==> src/rtl/pfb_pkg.sv <==
package pfb_pkg;

  localparam int DEF_N     = 16;
  localparam int DEF_TAPS  = 4;
  localparam int DEF_CW    = 16;
  localparam int DEF_NCOEF = DEF_N * DEF_TAPS;

  // Deterministic spread of signed coefficient values in [-16000, 16000]
  function automatic int coef_value(input int k);
    return ((k * 7919 + 1234) % 32001) - 16000;
  endfunction

  function automatic logic [DEF_NCOEF*DEF_CW-1:0] default_coefs();
    logic [DEF_NCOEF*DEF_CW-1:0] v;
    v = '0;
    for (int k = 0; k < DEF_NCOEF; k++) begin
      v[k*DEF_CW +: DEF_CW] = DEF_CW'(coef_value(k));
    end
    return v;
  endfunction

endpackage

==> src/rtl/pfb_frame_ctrl.sv <==
module pfb_frame_ctrl #(
  parameter int N    = 16,
  parameter int TAPS = 4,
  localparam int PW  = $clog2(N)
) (
  input  logic          clk,
  input  logic          rst_n,
  input  logic          in_valid,
  input  logic          in_sync,
  output logic [PW-1:0] pos,
  output logic          emit,
  output logic          sof
);

  localparam int FW = $clog2(TAPS + 1);
  localparam logic [FW-1:0] FULL = FW'(TAPS);
  localparam logic [PW-1:0] LAST = PW'(N - 1);

  logic          locked_q, locked_n;
  logic [PW-1:0] pos_q, pos_n;
  logic [FW-1:0] fill_q, fill_n, fill_inc;

  assign fill_inc = (fill_q == FULL) ? fill_q : fill_q + FW'(1);

  always_comb begin
    locked_n = locked_q;
    pos_n    = pos_q;
    fill_n   = fill_q;
    if (in_sync) begin
      locked_n = 1'b1;
      pos_n    = '0;
      fill_n   = (locked_q && pos_q == LAST) ? fill_inc : FW'(1);
    end else if (locked_q) begin
      pos_n = pos_q + PW'(1);
      if (pos_q == LAST) fill_n = fill_inc;
    end
  end

  always_ff @(posedge clk or negedge rst_n) begin
    if (!rst_n) begin
      locked_q <= 1'b0;
      pos_q    <= '0;
      fill_q   <= '0;
    end else if (in_valid) begin
      locked_q <= locked_n;
      pos_q    <= pos_n;
      fill_q   <= fill_n;
    end
  end

  assign pos  = pos_n;
  assign emit = in_valid && locked_n && (fill_n == FULL);
  assign sof  = emit && (pos_n == '0);

  a_r7_stall_hold: assert property (@(posedge clk) disable iff (!rst_n)
    !in_valid |=> ($stable(pos_q) && $stable(fill_q) && $stable(locked_q)));

  a_r9_resync_fill: assert property (@(posedge clk) disable iff (!rst_n)
    (in_valid && in_sync && !(locked_q && pos_q == LAST)) |=> (fill_q == FW'(1)));

  a_r5_emit_full: assert property (@(posedge clk) disable iff (!rst_n)
    emit |-> (locked_q && fill_q >= FW'(TAPS - 1)));

endmodule

==> src/rtl/pfb_delay_line.sv <==
module pfb_delay_line #(
  parameter int DEPTH = 16,
  parameter int DW    = 12
) (
  input  logic          clk,
  input  logic          rst_n,
  input  logic          en,
  input  logic [DW-1:0] din,
  output logic [DW-1:0] dout
);

  localparam int PW = $clog2(DEPTH);

  logic [DW-1:0] mem [DEPTH];
  logic [PW-1:0] ptr_q, ptr_n;

  assign ptr_n = ptr_q + PW'(1);

  always_ff @(posedge clk or negedge rst_n) begin
    if (!rst_n)  ptr_q <= '0;
    else if (en) ptr_q <= ptr_n;
  end

  always_ff @(posedge clk) begin
    if (en) mem[ptr_q] <= din;
  end

  // Slot about to be overwritten holds the sample from DEPTH accepts ago
  assign dout = mem[ptr_q];

  a_r7_ptr_hold: assert property (@(posedge clk) disable iff (!rst_n)
    !en |=> $stable(ptr_q));

endmodule

==> src/rtl/pfb_mac.sv <==
module pfb_mac #(
  parameter int N     = 16,
  parameter int TAPS  = 4,
  parameter int DW    = 12,
  parameter int CW    = 16,
  parameter int OW    = 12,
  parameter int SHIFT = 13,
  parameter logic [TAPS*N*CW-1:0] COEF_FLAT = '0,
  localparam int PW   = $clog2(N)
) (
  input  logic                     clk,
  input  logic                     rst_n,
  input  logic                     en,
  input  logic                     emit,
  input  logic                     sof,
  input  logic [PW-1:0]            pos,
  input  logic [TAPS-1:0][DW-1:0]  taps_in,
  output logic                     out_valid,
  output logic                     out_sync,
  output logic [OW-1:0]            out_data
);

  localparam int PRODW = DW + CW;
  localparam int ACCW  = PRODW + $clog2(TAPS);
  localparam logic signed [ACCW-1:0] HALF = ACCW'(1) << (SHIFT - 1);
  localparam logic signed [ACCW-1:0] OMAX = {{(ACCW-OW+1){1'b0}}, {(OW-1){1'b1}}};
  localparam logic signed [ACCW-1:0] OMIN = {{(ACCW-OW+1){1'b1}}, {(OW-1){1'b0}}};

  logic signed [PRODW-1:0] prod_n [TAPS];
  logic signed [PRODW-1:0] prod_q [TAPS];
  logic                    vld_a, sof_a;
  logic signed [ACCW-1:0]  acc, shifted, clipped;

  // Stage A: one product per tap, coefficient picked by tap and frame position
  always_comb begin
    for (int t = 0; t < TAPS; t++) begin
      prod_n[t] = PRODW'($signed(taps_in[t]))
                * PRODW'($signed(COEF_FLAT[(t*N + int'(pos))*CW +: CW]));
    end
  end

  always_ff @(posedge clk or negedge rst_n) begin
    if (!rst_n) begin
      vld_a <= 1'b0;
      sof_a <= 1'b0;
    end else begin
      vld_a <= en && emit;
      sof_a <= en && sof;
    end
  end

  always_ff @(posedge clk) begin
    if (en && emit) begin
      for (int t = 0; t < TAPS; t++) prod_q[t] <= prod_n[t];
    end
  end

  // Stage B: full-width sum, round half up, saturate
  always_comb begin
    acc = '0;
    for (int t = 0; t < TAPS; t++) acc = acc + ACCW'(prod_q[t]);
    shifted = (acc + HALF) >>> SHIFT;
    if (shifted > OMAX)      clipped = OMAX;
    else if (shifted < OMIN) clipped = OMIN;
    else                     clipped = shifted;
  end

  always_ff @(posedge clk or negedge rst_n) begin
    if (!rst_n) begin
      out_valid <= 1'b0;
      out_sync  <= 1'b0;
    end else begin
      out_valid <= vld_a;
      out_sync  <= sof_a;
    end
  end

  always_ff @(posedge clk) begin
    if (vld_a) out_data <= clipped[OW-1:0];
  end

  a_r6_sync_with_valid: assert property (@(posedge clk) disable iff (!rst_n)
    out_sync |-> out_valid);

endmodule

==> src/rtl/pfb_frontend.sv <==
module pfb_frontend #(
  parameter int N         = pfb_pkg::DEF_N,
  parameter int TAPS      = pfb_pkg::DEF_TAPS,
  parameter int DW        = 12,
  parameter int CW        = pfb_pkg::DEF_CW,
  parameter int OW        = 12,
  parameter int OUT_SHIFT = 13,
  parameter logic [TAPS*N*CW-1:0] COEF_FLAT = pfb_pkg::default_coefs()
) (
  input  logic          clk,
  input  logic          rst_n,
  input  logic          in_valid,
  input  logic          in_sync,
  input  logic [DW-1:0] in_data,
  output logic          out_valid,
  output logic          out_sync,
  output logic [OW-1:0] out_data
);

  localparam int PW = $clog2(N);

  logic                    rst_meta, rst_sync;
  logic [PW-1:0]           pos;
  logic                    emit, sof;
  logic [TAPS-1:0][DW-1:0] tap_bus;

  // Reset asserts at once, releases on the second clock edge
  always_ff @(posedge clk or negedge rst_n) begin
    if (!rst_n) begin
      rst_meta <= 1'b0;
      rst_sync <= 1'b0;
    end else begin
      rst_meta <= 1'b1;
      rst_sync <= rst_meta;
    end
  end

  pfb_frame_ctrl #(.N(N), .TAPS(TAPS)) u_ctrl (
    .clk      (clk),
    .rst_n    (rst_sync),
    .in_valid (in_valid),
    .in_sync  (in_sync),
    .pos      (pos),
    .emit     (emit),
    .sof      (sof)
  );

  assign tap_bus[0] = in_data;

  for (genvar g = 1; g < TAPS; g++) begin : g_line
    pfb_delay_line #(.DEPTH(N), .DW(DW)) u_line (
      .clk   (clk),
      .rst_n (rst_sync),
      .en    (in_valid),
      .din   (tap_bus[g-1]),
      .dout  (tap_bus[g])
    );
  end

  pfb_mac #(
    .N(N), .TAPS(TAPS), .DW(DW), .CW(CW), .OW(OW),
    .SHIFT(OUT_SHIFT), .COEF_FLAT(COEF_FLAT)
  ) u_mac (
    .clk       (clk),
    .rst_n     (rst_sync),
    .en        (in_valid),
    .emit      (emit),
    .sof       (sof),
    .pos       (pos),
    .taps_in   (tap_bus),
    .out_valid (out_valid),
    .out_sync  (out_sync),
    .out_data  (out_data)
  );

  a_r6_latency: assert property (@(posedge clk) disable iff (!rst_sync)
    out_valid |-> $past(in_valid, 2));

  a_r1_quiet_before_lock: assert property (@(posedge clk) disable iff (!rst_sync)
    (in_valid && !emit) |=> ##1 !out_valid);

endmodule

==> config.mk <==
export PLATFORM = sky130hd
export DESIGN_NAME = pfb_frontend
export DESIGN_NICKNAME = d
export VERILOG_FILES = /design/src/rtl/pfb_pkg.sv /design/src/rtl/pfb_frame_ctrl.sv /design/src/rtl/pfb_delay_line.sv /design/src/rtl/pfb_mac.sv /design/src/rtl/pfb_frontend.sv
export SDC_FILE = /design/constraint.sdc
export NUM_CORES = 2
export LEC_CHECK = 0
export BUFFER_PORTS_ARGS = -buffer_cell sky130_fd_sc_hd__buf_2
export CAP_MARGIN = 40
export CORE_AREA = 2 2 437 439
export DETAILED_ROUTE_END_ITERATION = 10
export DIE_AREA = 0 0 439 441
export PLACE_DENSITY = 0.52
export SLEW_MARGIN = 20
export SYNTH_ARGS = -nofsm -noshare
export SYNTH_HDL_FRONTEND = slang
export SYNTH_SLANG_ARGS = --single-unit
==> constraint.sdc <==
create_clock -name clk -period 1.15 [get_ports clk]
set_clock_uncertainty 0.05 [all_clocks]
set_input_delay 0 -clock clk [delete_from_list [all_inputs] [get_ports clk]]
set_output_delay 0 -clock clk [all_outputs]
set_load 0.02 [all_outputs]
# After elaboration in Yosys (flattened, before gate mapping)
# Memories as Yosys holds them, arrays and structs flattened.
# Index checks and enable logic that the tools add are counted.
word_totals:
  output_inout_bits: 14
  elab_cells: 62
  ramBits: 688
  in_bits: 16
  n_memories: 4
  register_bits: 38
op_classes:
  magnitude_cmp: 2
  mux: 13
  shifts: 4
  add_sub_neg: 12
  eq_ne: 3
  reduce_logical: 7
  mul: 4
memory_table:
  columns: ["name", "words", "width", "read_ports", "rd_ports_with_merged_regs", "wr", "line", "source"]
  rows:
  - ["g_line[1].u_line.mem", 16, 12, 1, 0, 1, "pfb_delay_line.sv:14", "logic [DW-1:0] mem [DEPTH];"]
  - ["g_line[2].u_line.mem", 16, 12, 1, 0, 1, "pfb_delay_line.sv:14", null]
  - ["g_line[3].u_line.mem", 16, 12, 1, 0, 1, "pfb_delay_line.sv:14", null]
  - ["u_mac.prod_q", 4, 28, 4, 0, 4, "pfb_mac.sv:30", "logic signed [PRODW-1:0] prod_q [TAPS];"]
ops:
  columns: ["cell", "count"]
  rows:
  - ["indexed part select 1024 x 12 -> 16 bit, first input constant", 2]
  - ["indexed part select 1024 x 11 -> 16 bit, first input constant", 1]
  - ["indexed part select 1024 x 9 -> 16 bit, first input constant", 1]
  - ["multiplier 12 x 16 -> 28 bit", 4]
  - ["adder 29 x 28 -> 30 bit", 1]
  - ["adder 30 x 14 -> 30 bit, second input constant", 1]
  - ["adder 30 x 28 -> 30 bit", 1]
  - ["adder 28 x 28 -> 29 bit", 1]
  - ["> comparator 17 x 12 -> 1 bit, second input constant", 1]
  - ["< comparator 17 x 12 -> 1 bit, second input constant", 1]
  - ["adder 4 x 1 -> 4 bit, second input constant", 4]
  - ["two-way mux 3 bit", 5]
  - ["adder 6 x 4 -> 7 bit, first input constant", 2]
  - ["two-way mux 12 bit", 1]
  - ["two-way mux 4 bit", 2]
  - ["adder 5 x 4 -> 6 bit, first input constant", 1]
  - ["== test 3 bit, second input constant", 2]
  - ["logical AND 1 bit", 6]
  - ["two-way mux 1 bit", 5]
  - ["== test 4 bit, second input constant", 1]
  - ["zero test 4 bit", 1]
  - ["adder 3 x 1 -> 3 bit, second input constant", 1]

# Longest topological paths before layout
logic_depth:
  depth_word: 10
  depth_mapped: 34
  ltp_nobuf: 31

# Cells and area by module
# A second synthesis with hierarchy kept.
unflattened:
  cells_unflattened: 4619
  area_unflattened_um2: 56960.9
modules_own_cells:
  columns: ["mod", "cells_per_inst", "seq_area_each_um2", "instances", "area_each_um2"]
  rows:
  - ["pfb_mac", 3552, 3823.7, 1, 33598.5]
  - ["pfb_delay_line", 338, 5865.6, 3, 7587.3]
  - ["pfb_frame_ctrl", 50, 200.2, 1, 546.8]
  - ["pfb_frontend", 3, 50.0, 1, 53.8]

# Worst setup path after synthesis
# Ideal clock, no wire load.
synth_timing:
  path_type: "reg2reg"
  from: "register u_ctrl.pos_q[0]"
  to: "memory u_mac.prod_q[0][26] in the netlist's numbering (data pin)"
  synth_period_minus_slack_ns: 7.556
  path_stages_with_launch: 31
  path_buffers: 4
  required_time_ns: 0.828
  slack_ns: -6.406
  t_arrival_ns: 7.234
  setup_time_ns: 0.272
  cell_sequence: "dfrtp_1 ha_1 mux2i_1 or2_2 clkbuf_1 clkbuf_1 ha_1 clkbuf_1 or2_2 nor2_1 o31ai_1 clkbuf_1 nand2_1 fa_1 inv_1 ha_1 fa_1 fa_1 inv_1 fa_1 inv_1 ha_1 inv_1 o21ai_2 a2111oi_4 o31ai_2 a221oi_2 o31ai_2 a2111o_1 nand2_1 o211ai_1"
synth_lines:
  columns: ["item", "line", "source"]
  rows:
  - ["from (decl)", "pfb_frame_ctrl.sv:20", "logic [PW-1:0] pos_q, pos_n;"]
  - ["from (signal assigned)", "pfb_frame_ctrl.sv:46", "pos_q <= pos_n;"]
  - ["to (decl)", "pfb_mac.sv:30", null]

==> impl_metrics.toml <==
[detailed_routing]
vias = 36900
first_iter_violations = 2040
route.detailed.drc = 0
firstDrtPassIters = 7
drtAntennaViolNets = 0
routed_wirelength_mm = 156.5
drt-wirelength-per-cell_um = 19.35
via_per_inst = 4.563

[setup_path]
required_ns = 1.64
timing.critical_path.mode_cell = "fa_1"
end_kind = "flop"
cp_slowest_cell = "fa_1"
slowest_delay_ns = 0.55
start_kind = "flop"
crit_type = "reg -> reg"
cp.arrival_ns = 7.42
critPathMaxFanout = 6

[clocking]
cts_tree = "built"
root_buffer = "clkbuf_16"
clockBufferDepth = 3
clkTransAtPathRegs_ns = 0.06
htreeDepth = 3
cts_hold_buf = 16
numCtsBuffers = 85
worstSkewPairLatency_ns = 0.72
clkSinkCount = 726

[sta]
setup_violations = 1229
hold_viol_final = 2
hold_ws_ns = -0.1228
final-max-slew-violation-count = 0
max_freq_mhz = 144.3
min_period_ns = 6.931
worst_pin_slew_ns = 0.7965
grt_setup_unrepaired = "true"
final.period_utilization_pct = 602.7
max-slew-margin-rel_pct = 46.34
setup_slack_ns = -5.781

[logic_synthesis]
synthDistinctLibCells = 79
synth_adder_area_share_pct = 33.09
synth-xor-area-share_pct = 2.002
syn_area_per_cell_um2 = 12.50
synth_compound_area_share_pct = 3.909
ys_warn_count = 0
ys_ff_latch = 726
synth_top_cells_by_area = "edfxtp_1 (37%), fa_1 (26%), ha_1 (7.2%), mux4_2 (6.9%), inv_1 (6.0%)"
synth_top_area_share_pct = 37.21
yosys.area_share.simple_pct = 8.048
synth_area_um2 = 56500
synthArstFlopShare_pct = 3.581
yosysMostFrequentCell = "inv_1"
synth_top_family_by_area = "adder cells"
synth_common_cells = "inv_1 (907), fa_1 (730), edfxtp_1 (700)"
muxShareOfSynthArea_pct = 7.333
synth_top_area_cell = "edfxtp_1"
seq_area_frac_synth_pct = 38.36
syn_nets = 5592
synth_edf_count = 700
synth_flop_cell = "edfxtp_1"
synthCells = 4520

[die]
start_util_pct = 29.86
die-width_um = 439
die-area_um2 = 193600
io_pins = 30
fp-row-count = 160
dieHeight_um = 441
fp.coreArea_um2 = 189200

[layout]
nNetsFinal = 6573
layout-drive-gt1-share_pct = 36.22
instances_no_fill = 8086
layout-area-overhead-vs-synth_pct = 33.49

[status]
violations = "negative hold slack, negative setup slack"
outcome = "complete, but fails checks"

[grt]
track_usage_pct = 16.67
overflow = 0
first_global_vias = 40950
grt_max_degree = 34
antenna_found_initial = 6
grt_first_pass_wirelength_mm = 245.0

[placed_design]
place_inst = 7745
gp_congestion = 0.8361
dp_hpwl_mm = 116.9
portBuffers = 29

[flow_run]
cap_violations = 0

[worst_hold_path]
hp-class = "in -> reg"
## metal layers
layer / vias up / track usage [%] / part of all wire (%) / wire length [um]
met5: - / 0 / 0.0083 / 13
met4: 2 / 4.190 / 2.3 / 3629
met3: 177 / 1.793 / 3.3 / 5100
met2: 614 / 29.00 / 50 / 78830
met1: 19360 / 22.17 / 44 / 68890
li1: 16750 / - / - / -
## metrics by stage
stage                     hold WS [ns]  cell area, um^2  utilization [%]  setup WS, ns  TNS (ns)
after global routing           -0.1154            75400            39.86        -6.036  -1796.29
final                          -0.1228            75410            39.86        -5.781  -1664.27
after global placement         -0.2630            67270            35.56        -6.115  -1667.15
after CTS                      -0.1798            73890            39.06        -5.802  -1703.77
after detailed placement       -0.2631            67280            35.56        -6.172  -1680.66
after floorplan                -0.3456            57410                -        -5.547  -2118.92
## cells by family (layout without fill, tap and decap cells)
logic type / count (synthesis) / after routing
AOI/OAI and AO/OA: 331 / 331
xor gates and xnor gates: 127 / 127
adders and majority gates: 1056 / 1056
buffers and inverters: 1082 / 2128
DFF: 726 / 726
muxes: 197 / 200
other: 1 / 7
and+or+nand+nor: 1000 / 1000
## cells in the final DEF, fill, tap and decap left out, types with 45 or more instances in the layout
master / instances
fa_1: 683
fa_2: 47
inv_1: 820
nor2_1: 141
ha_4: 79
and2_1: 160
buf_6: 137
clkbuf_16: 85
a21oi_2: 45
xnor2_1: 56
edfxtp_1: 700
nand2_2: 59
buf_12: 103
mux4_2: 175
nand2_1: 407
buf_4: 761
ha_1: 233
inv_2: 85
## final cells by class
type                       count  area [um^2]
multi-input combinational   2715        34410
clock inverter                48        545.5
antenna                        6        15.01
clock buffer                 107         2220
sequential                   726        21690
inverter                     909         3427
fill                       17880       113800
tap                         2511         3142
timing repair buffer        1064         9966
## sequential cells by signal (all words and copies together) (netlist names)
signal,cells
g_line.u_line.mem,576
u_mac.prod_q,112
g_line.u_line.ptr_q,12
u_mac.out_data,12
u_ctrl.pos_q,4
u_ctrl.fill_q,3
rst_meta,1
rst_sync,1
u_ctrl.locked_q,1
u_mac.out_sync,1
u_mac.out_valid,1
u_mac.sof_a,1
u_mac.vld_a,1
## worst max-delay path, delay by kind of cell (launching register included)
| kind | cells | cell delay, ns |
|---|---|---|
| AOI/OAI and AO/OA | 5 | 0.71 |
| adders and majority gates | 8 | 3.51 |
| buffers and inverters | 9 | 0.85 |
| DFF | 1 | 0.37 |
| muxes | 1 | 0.06 |
| and+or+nand+nor | 7 | 1.19 |
## timing repair
action	4_1_cts	5_1_grt
endpoints found under the setup margin	1228	1231
cloned	15	1
buffers inserted	136	82
gates resized for setup	540	309
endpoints found under the hold margin	175	2
pin swaps	255	253
## path summary, 6_finish.rpt
check / start / to / slack, ns / cells after the start
worst min register to register: rst_sync / u_ctrl.pos_q[3] / 0.16 / 1
min in group asynchronous: rst_n / rst_meta / 0.15 / 3
worst min-delay path: in_valid / u_ctrl.fill_q[1] / -0.12 / 6
max in group asynchronous: rst_sync / g_line[3].u_line.ptr_q[0] / 0.61 / 1
worst max-delay path: u_ctrl.pos_q[0] / u_mac.prod_q[0][25] / -5.78 / 30
worst max register to register: u_ctrl.pos_q[0] / u_mac.prod_q[0][25] / -5.78 / 30
Power is left out: the tool's default activity adds up to more than one toggle a clock period on the data nets, which glitch-free logic cannot reach.
